**src/rtl/rcb_pkg.sv**
```systemverilog
package rcb_pkg;
  // Strobes from the control to the staging datapath
  typedef struct packed {
    logic alloc;   // fill empty entry with the accepted store
    logic update;  // merge accepted store into the staged line
    logic clear;   // push taken: drop the word mask
  } rcbStrobe_t;
endpackage

```
**src/rtl/rcb_datapath.sv**
```systemverilog
module rcb_datapath
  import rcb_pkg::*;
#(
  parameter int ADDR_W = 16,
  parameter int WORD_W = 32,
  parameter int WORDS  = 8
) (
  input  logic                    clk,
  input  logic                    rstN,
  input  rcbStrobe_t              strobe,
  input  logic [ADDR_W-1:0]       wrAddr,
  input  logic [WORD_W-1:0]       wrData,
  output logic                    lineHit,
  output logic [ADDR_W-$clog2(WORDS)-1:0] wbLineAddr,
  output logic [WORDS*WORD_W-1:0] wbData,
  output logic [WORDS-1:0]        wbMask
);
  localparam int IDX_W  = $clog2(WORDS);
  localparam int LINE_W = ADDR_W - IDX_W;

  logic [LINE_W-1:0] tagQ;
  logic [LINE_W-1:0] wrLine;
  logic [IDX_W-1:0]  wrIdx;

  assign wrLine = wrAddr[ADDR_W-1:IDX_W];
  assign wrIdx  = wrAddr[IDX_W-1:0];
  assign lineHit = (tagQ == wrLine);
  assign wbLineAddr = tagQ;

  always_ff @(posedge clk) begin
    if (!rstN) tagQ <= '0;
    else if (strobe.alloc) tagQ <= wrLine;
  end

  for (genvar i = 0; i < WORDS; i++) begin : gWord
    logic [WORD_W-1:0] dataQ;
    logic              maskQ;
    logic              sel;
    assign sel = (wrIdx == IDX_W'(i));

    always_ff @(posedge clk) begin
      if (!rstN) begin
        dataQ <= '0;
        maskQ <= 1'b0;
      end else begin
        if ((strobe.alloc || strobe.update) && sel) dataQ <= wrData;
        if (strobe.clear) maskQ <= 1'b0;
        else if (strobe.alloc) maskQ <= sel;
        else if (strobe.update && sel) maskQ <= 1'b1;
      end
    end

    assign wbData[i*WORD_W +: WORD_W] = dataQ;
    assign wbMask[i] = maskQ;
  end
endmodule

```
**src/rtl/rcb_control.sv**
```systemverilog
module rcb_control
  import rcb_pkg::*;
(
  input  logic       clk,
  input  logic       rstN,
  input  logic       wrValid,
  input  logic       lineHit,
  input  logic       flushReq,
  input  logic       wbReady,
  output logic       wrReady,
  output logic       wbValid,
  output rcbStrobe_t strobe
);
  logic bufValidQ, evictPendQ, flushPendQ;
  logic hit, wrFire, wbFire;

  always_comb begin
    hit     = bufValidQ && lineHit;
    wbValid = evictPendQ || flushPendQ;
    wrReady = !wbValid && (!bufValidQ || hit);
    wrFire  = wrValid && wrReady;
    wbFire  = wbValid && wbReady;
    strobe.alloc  = wrFire && !bufValidQ;
    strobe.update = wrFire && bufValidQ;
    strobe.clear  = wbFire;
  end

  always_ff @(posedge clk) begin
    if (!rstN) begin
      bufValidQ  <= 1'b0;
      evictPendQ <= 1'b0;
      flushPendQ <= 1'b0;
    end else if (wbFire) begin
      bufValidQ  <= 1'b0;
      evictPendQ <= 1'b0;
      flushPendQ <= 1'b0;
    end else if (!wbValid) begin
      if (strobe.alloc) bufValidQ <= 1'b1;
      evictPendQ <= wrValid && bufValidQ && !hit;
      flushPendQ <= flushReq && (bufValidQ || wrFire);
    end
  end
endmodule

```
**src/rtl/replica_coalesce_buf.sv**
```systemverilog
module replica_coalesce_buf
  import rcb_pkg::*;
#(
  parameter int ADDR_W = 16,
  parameter int WORD_W = 32,
  parameter int WORDS  = 8
) (
  input  logic                    clk,
  input  logic                    rstN,
  input  logic                    wrValid,
  output logic                    wrReady,
  input  logic [ADDR_W-1:0]       wrAddr,
  input  logic [WORD_W-1:0]       wrData,
  input  logic                    flushReq,
  output logic                    wbValid,
  input  logic                    wbReady,
  output logic [ADDR_W-$clog2(WORDS)-1:0] wbLineAddr,
  output logic [WORDS*WORD_W-1:0] wbData,
  output logic [WORDS-1:0]        wbMask,
  input  logic                    cacheHit,
  output logic                    wbAlloc
);
  rcbStrobe_t strobe;
  logic lineHit;

  rcb_control uCtrl (
    .clk(clk), .rstN(rstN), .wrValid(wrValid), .lineHit(lineHit),
    .flushReq(flushReq), .wbReady(wbReady), .wrReady(wrReady),
    .wbValid(wbValid), .strobe(strobe)
  );

  rcb_datapath #(.ADDR_W(ADDR_W), .WORD_W(WORD_W), .WORDS(WORDS)) uDp (
    .clk(clk), .rstN(rstN), .strobe(strobe), .wrAddr(wrAddr),
    .wrData(wrData), .lineHit(lineHit), .wbLineAddr(wbLineAddr),
    .wbData(wbData), .wbMask(wbMask)
  );

  assign wbAlloc = wbValid && !cacheHit;
endmodule

```
**config.mk**
```make
export PLATFORM = sky130hd
export DESIGN_NAME = replica_coalesce_buf
export DESIGN_NICKNAME = d
export VERILOG_FILES = /design/src/rtl/rcb_pkg.sv /design/src/rtl/rcb_datapath.sv /design/src/rtl/rcb_control.sv /design/src/rtl/replica_coalesce_buf.sv
export SDC_FILE = /design/constraint.sdc
export NUM_CORES = 1
export LEC_CHECK = 0
export BUFFER_PORTS_ARGS = -buffer_cell sky130_fd_sc_hd__buf_4
export CAP_MARGIN = 15
export CORE_ASPECT_RATIO = 1.2
export CORE_MARGIN = 1.5
export CORE_UTILIZATION = 42
export CTS_BUF_LIST = sky130_fd_sc_hd__clkbuf_8
export DETAILED_ROUTE_END_ITERATION = 12
export PLACE_DENSITY = 0.7
export SYNTH_ARGS = -nofsm -noshare
export SYNTH_HDL_FRONTEND = slang
export SYNTH_HIERARCHICAL = 1
export SYNTH_SLANG_ARGS = --single-unit
export TNS_END_PERCENT = 20
```
**constraint.sdc**
```tcl
create_clock -name clk -period 2.25 [get_ports clk]
set_input_delay 0.1125 -clock clk [delete_from_list [all_inputs] [get_ports clk]]
set_output_delay 0.1125 -clock clk [all_outputs]
set_load 0.01 [all_outputs]
```
# == Yosys cells after proc, flatten, opt, wreduce, memory -nomap -nowiden ==
# Index checks and enable logic that the tools add are counted.
# totals
ff_bits,280
inputBits,54
out_inout_bits,280
elab_cells,91
# op_classes
eq_ne,8
mux,16
n_bitwise,2
n_reduce_logical,45
# ops
op,count
1-bit logical AND,26
1-bit 2-to-1 mux,16
2-bit nonzero test,8
13-bit == test,1
"3-bit == test, second input constant",4
"3-bit by 2-bit == test with 1-bit output, second input constant",2
1-bit logical NOT,4
1-bit logical OR,4
"3-bit by 1-bit == test with 1-bit output, second input constant",1
3-bit logical NOT,1
1-bit inverter,2
2-bit AND reduction,1
2-bit OR reduction,1

# == Depth between registers and ports, before layout ==
# logic_depth
ltp_word,9
mapped_depth,12
ltp_nobuf,10

# == By module ==
# Netlist, hierarchy kept.
# by_module_without_submodules
module,n_inst,cells_per_inst,area_per_inst_um2,seq_area_each_um2
rcb_datapath,1,1256,10577.6,5545.3
rcb_control,1,22,178.9,60.1
replica_coalesce_buf,1,1,13.8,0.0

# == Worst setup path after synthesis ==
# No wires, ideal clock.
# synth_path
kind,reg-to-reg
from,register uDp.tagQ[10] (netlist: uDp/wbLineAddr[10])
to,register uDp.gWord[0].dataQ[23]
setup_ps,122
t_arrival_ps,2375
setup_slack_ps,-247
stages_incl_launch_ff,13
path_buffers,2
period_less_slack_ps,2497
path_cell_list,dfxtp_1 xor2_1 nor4_1 nand4_1 nor4_1 nand2_1 nor2_1 o21bai_2 or3_1 buf_2 buf_2 nand2_1 a21boi_0
# synth_rtl
element,line,source
start: declaration,rcb_datapath.sv:21,logic [LINE_W-1:0] tagQ;
start signal: assignment,rcb_datapath.sv:32,else if (strobe.alloc) tagQ <= wrLine;
end signal: assignment,rcb_datapath.sv:46,if ((strobe.alloc || strobe.update) && sel) dataQ <= wrData;
end: declaration,rcb_datapath.sv:36,logic [WORD_W-1:0] dataQ;

==> out/results.txt <==
crit path time final -> 2.54 ns
Post-Route WL -> 36500 um
Synth cell types -> 32
Max FO, Critical Path -> 8
TritonCTS clock tree -> done
global-route wire length before repair -> 52200 um
Via Count -> 10100
share of cells above drive strength 1 -> 0.340
TritonCTS Buffers -> 46
die height -> 178 um
ys flop type -> dfxtp_1
sequential area share after synthesis -> 0.520
synthesized area -> 0.0108 mm2
Psw -> 2.67 mW
Post-synth EDFFs -> 0
Pwr Density -> 666 mW/mm2
Post-DP Area -> 0.0138 mm2
leakage -> 6.53 nW
CP max stage cell -> or3_4
CP Launch Type -> register
violated checks -> setup timing
Critical Path Sink Type -> register
Die Span X -> 149 um
Antenna diodes -> 0
maximum number of pins on one net before global-route repair -> 87
Slew @ Worst Pin -> 0.500 ns
RSZ-0062 raised after global routing -> yes
Hold Fails Final Rpt -> 0
Reg2Reg Depth -> 12
Final Cell Area -> 0.0160 mm2
max-cap violations -> 0
Initial DRC Count -> 481
DR vias/cell -> 5.00
gr ovfl total -> 0
worst setup path endpoint -> uDp/gWord[0].dataQ[28]
asr flop ratio synth -> 0
crit path DAT -> 2.96 ns
Synth Register Bits -> 280
core box area -> 0.0254 mm2
Worst EP required -> 2.67 ns
Final period util -> 1.13
I/O pin cnt -> 334
Hold Slack -> 0.0786 ns
Row Count -> 64
final RePlAce weighted congestion -> 0.792
max frequency -> 394 MHz
Comb power frac -> 0.109
antenna viol nets, final -> 0
Setup Crit Path Kind -> register to register
DRC -> 0
cell count after synthesis -> 1279
Area growth syn-to-layout -> 48.3%
Register Area -> 0.00561 mm2
initial antenna violation count -> 0
Net Sw Frac -> 0.251
utilization after layout -> 0.629
cell chain of the critical path -> xor2_1 > nor4_1 > nand4_1 > nor4_4 > nand2_1 > nor2_4 > o21bai_4 > buf_6 > or3_4 > buf_12 > nand2_2 > a21boi_2
critical path's largest stage delay -> 0.42 ns
Internal -> 7.96 mW
clock latency on the worst-skew pair -> 0.55 ns
Mapped Avg Cell Area -> 8.42 um2
Post-Syn Nets -> 1333
die area -> 0.0266 mm2
status -> finished, violations left
Initial Utilization -> 0.424
Sink Count -> 280
Fin Clk Skew -> 0.0264 ns
drt wl/cell -> 18.1 um
Root Buffer -> clkbuf_8
Clk network pwr share -> 0.407
Max VDD drop -> 0.457 mV
Post-Place Worst Slack -> -0.399 ns
worst r2r src -> uDp/wbLineAddr[10]
DP HPWL -> 23100 um
R2R Setup Slk -> -0.29 ns
multi-input logic area -> 0.00497 mm2
fill count -> 2108
final setup fails -> 258
crit path launch -> uDp/wbLineAddr[10]
Clock transition at path regs -> 0.06 ns
final worst setup slack -> -0.287 ns
clock tree buffer depth -> 3
GRT Resource Usage Total -> 0.251
IO Port Bufs -> 333
Sequential Power Share -> 0.483
nets@finish -> 1708
H-tree levels -> 2
Max Slew Vio Count -> 0
HP Class -> primary input to register
Slew HR -> 0.667
Ys Warns -> 6
vias in the first global route -> 9513
r2r endpoint -> uDp/gWord[0].dataQ[28]
DR pass1 iterations -> 5
-- cells in the mapped netlist (all sizes together), types with 4 or more instances --
| cell type | instances | area (um2) |
|---|---|---|
| a21boi | 256 | 1920 |
| a21oi | 9 | 45.0 |
| buf | 72 | 380 |
| clkbuf | 58 | 234 |
| dfxtp | 280 | 5610 |
| mux2i | 13 | 130 |
| nand2 | 516 | 1940 |
| nand2b | 13 | 81.3 |
| nor2 | 9 | 33.8 |
| nor2b | 14 | 95.1 |
| or2 | 4 | 25.0 |
| xnor2 | 7 | 61.3 |
| xor2 | 6 | 52.6 |
-- metal layers --
| metal | GRT usage | vias up | part of all wire |
|---|---|---|---|
| met1 | 0.292 | 4805 | 0.40 |
| met3 | 0.0591 | 94 | 0.065 |
| li1 | - | 4824 | - |
| met4 | 0.118 | 0 | 0.044 |
| met5 | 0 | - | 0 |
| met2 | 0.436 | 376 | 0.49 |
-- power by group through the flow --
stage                     Combinational [mW]  Sequential, mW  Clock [mW]
final                                   1.16            5.14        4.33
after global routing                    1.23            5.15        4.64
after CTS                               1.08            5.14        4.41
after detailed placement               0.978            5.24           0
after global placement                 0.968            5.24           0
after floorplan                        0.467            5.29           0
-- logic make-up (layout without fill, tap and decap cells) --
logic type | count (synthesis) | after routing | share of synthesized area
muxes | 13 | 13 | 0.0121
xor gates and xnor gates | 13 | 13 | 0.0106
and+or+nand+nor | 569 | 569 | 0.211
DFF | 280 | 280 | 0.520
buffers and inverters | 132 | 542 | 0.0577
AOI/OAI and AO/OA | 272 | 272 | 0.189
-- state kept, by name, summed over array words and instances (netlist names) --
signal / cells
uCtrl/bufValidQ: 1
uCtrl/evictPendQ: 1
uCtrl/flushPendQ: 1
uDp/gWord.dataQ: 256
uDp/gWord.maskQ: 8
uDp/wbLineAddr: 13
-- worst min path at each step --
stage	startpoint	end	slack, ns	depth (start not counted)
after floorplan	cacheHit	wbAlloc	0.25	1
after global placement	flushReq	uCtrl/flushPendQ	0.37	3
after detailed placement	flushReq	uCtrl/flushPendQ	0.38	3
after CTS	wrData[28]	uDp/gWord[5].dataQ[28]	-0.14	3
after global routing	wrValid	uCtrl/evictPendQ	0.07	3
final	wrValid	uCtrl/evictPendQ	0.08	3
-- through the flow --
stage	cells	TNS [ns]	total power, mW
after CTS	2002	-27.57	10.6
after detailed placement	1865	-71.75	6.22
final	2019	-39.08	10.6
after floorplan	1279	-13.41	5.75
after global placement	1865	-47.97	6.21
after global routing	2019	-67.79	11.0
-- cell type report --
type	instances	area share
inverters	2	0.000470
repair buffers	457	0.255
multi-input cells	867	0.311
flip-flops and latches	280	0.351
well taps	330	0.0258
clock buffers	58	0.0500
clock inverters	25	0.00681
-- cells in the final DEF (no fill, tap or decap), types with 3 or more instances in the layout --
cell type | Yosys | final
a21boi_0 | 207 | 14
a21boi_1 | 49 | 217
a21boi_2 | 0 | 25
a21oi_1 | 9 | 6
buf_12 | 0 | 21
buf_4 | 9 | 356
buf_6 | 0 | 17
buf_8 | 0 | 6
clkbuf_16 | 0 | 7
clkbuf_8 | 0 | 58
clkinv_2 | 0 | 3
dfxtp_1 | 280 | 277
dfxtp_2 | 0 | 3
dlygate4sd3_1 | 0 | 49
inv_1 | 2 | 21
mux2i_1 | 13 | 13
nand2_1 | 516 | 469
nand2_2 | 0 | 31
nand2_4 | 0 | 16
nand2b_1 | 13 | 11
nand3b_1 | 3 | 3
nor2_4 | 0 | 7
nor2b_1 | 13 | 13
or2_4 | 0 | 3
xnor2_1 | 7 | 7
xor2_1 | 6 | 6
-- worst max-delay path: cells and delay by family, from the launching register on --
kind | cells | cell delay, ns
compound gates | 2 | 0.13
xor+xnor | 1 | 0.15
buf+inv | 2 | 0.33
flops | 1 | 0.32
simple gates | 7 | 1.48
-- what timing repair did --
action                                  4_1_cts  5_1_grt
buffers inserted                              4        7
hold buffers                                 48        1
endpoints found under the hold margin       272        8
cloned                                        2        9
pin swaps                                    54       69
gates resized for setup                     138      167
endpoints found under the setup margin      265      265
No activity file was read; power rests on OpenSTA's default activity.
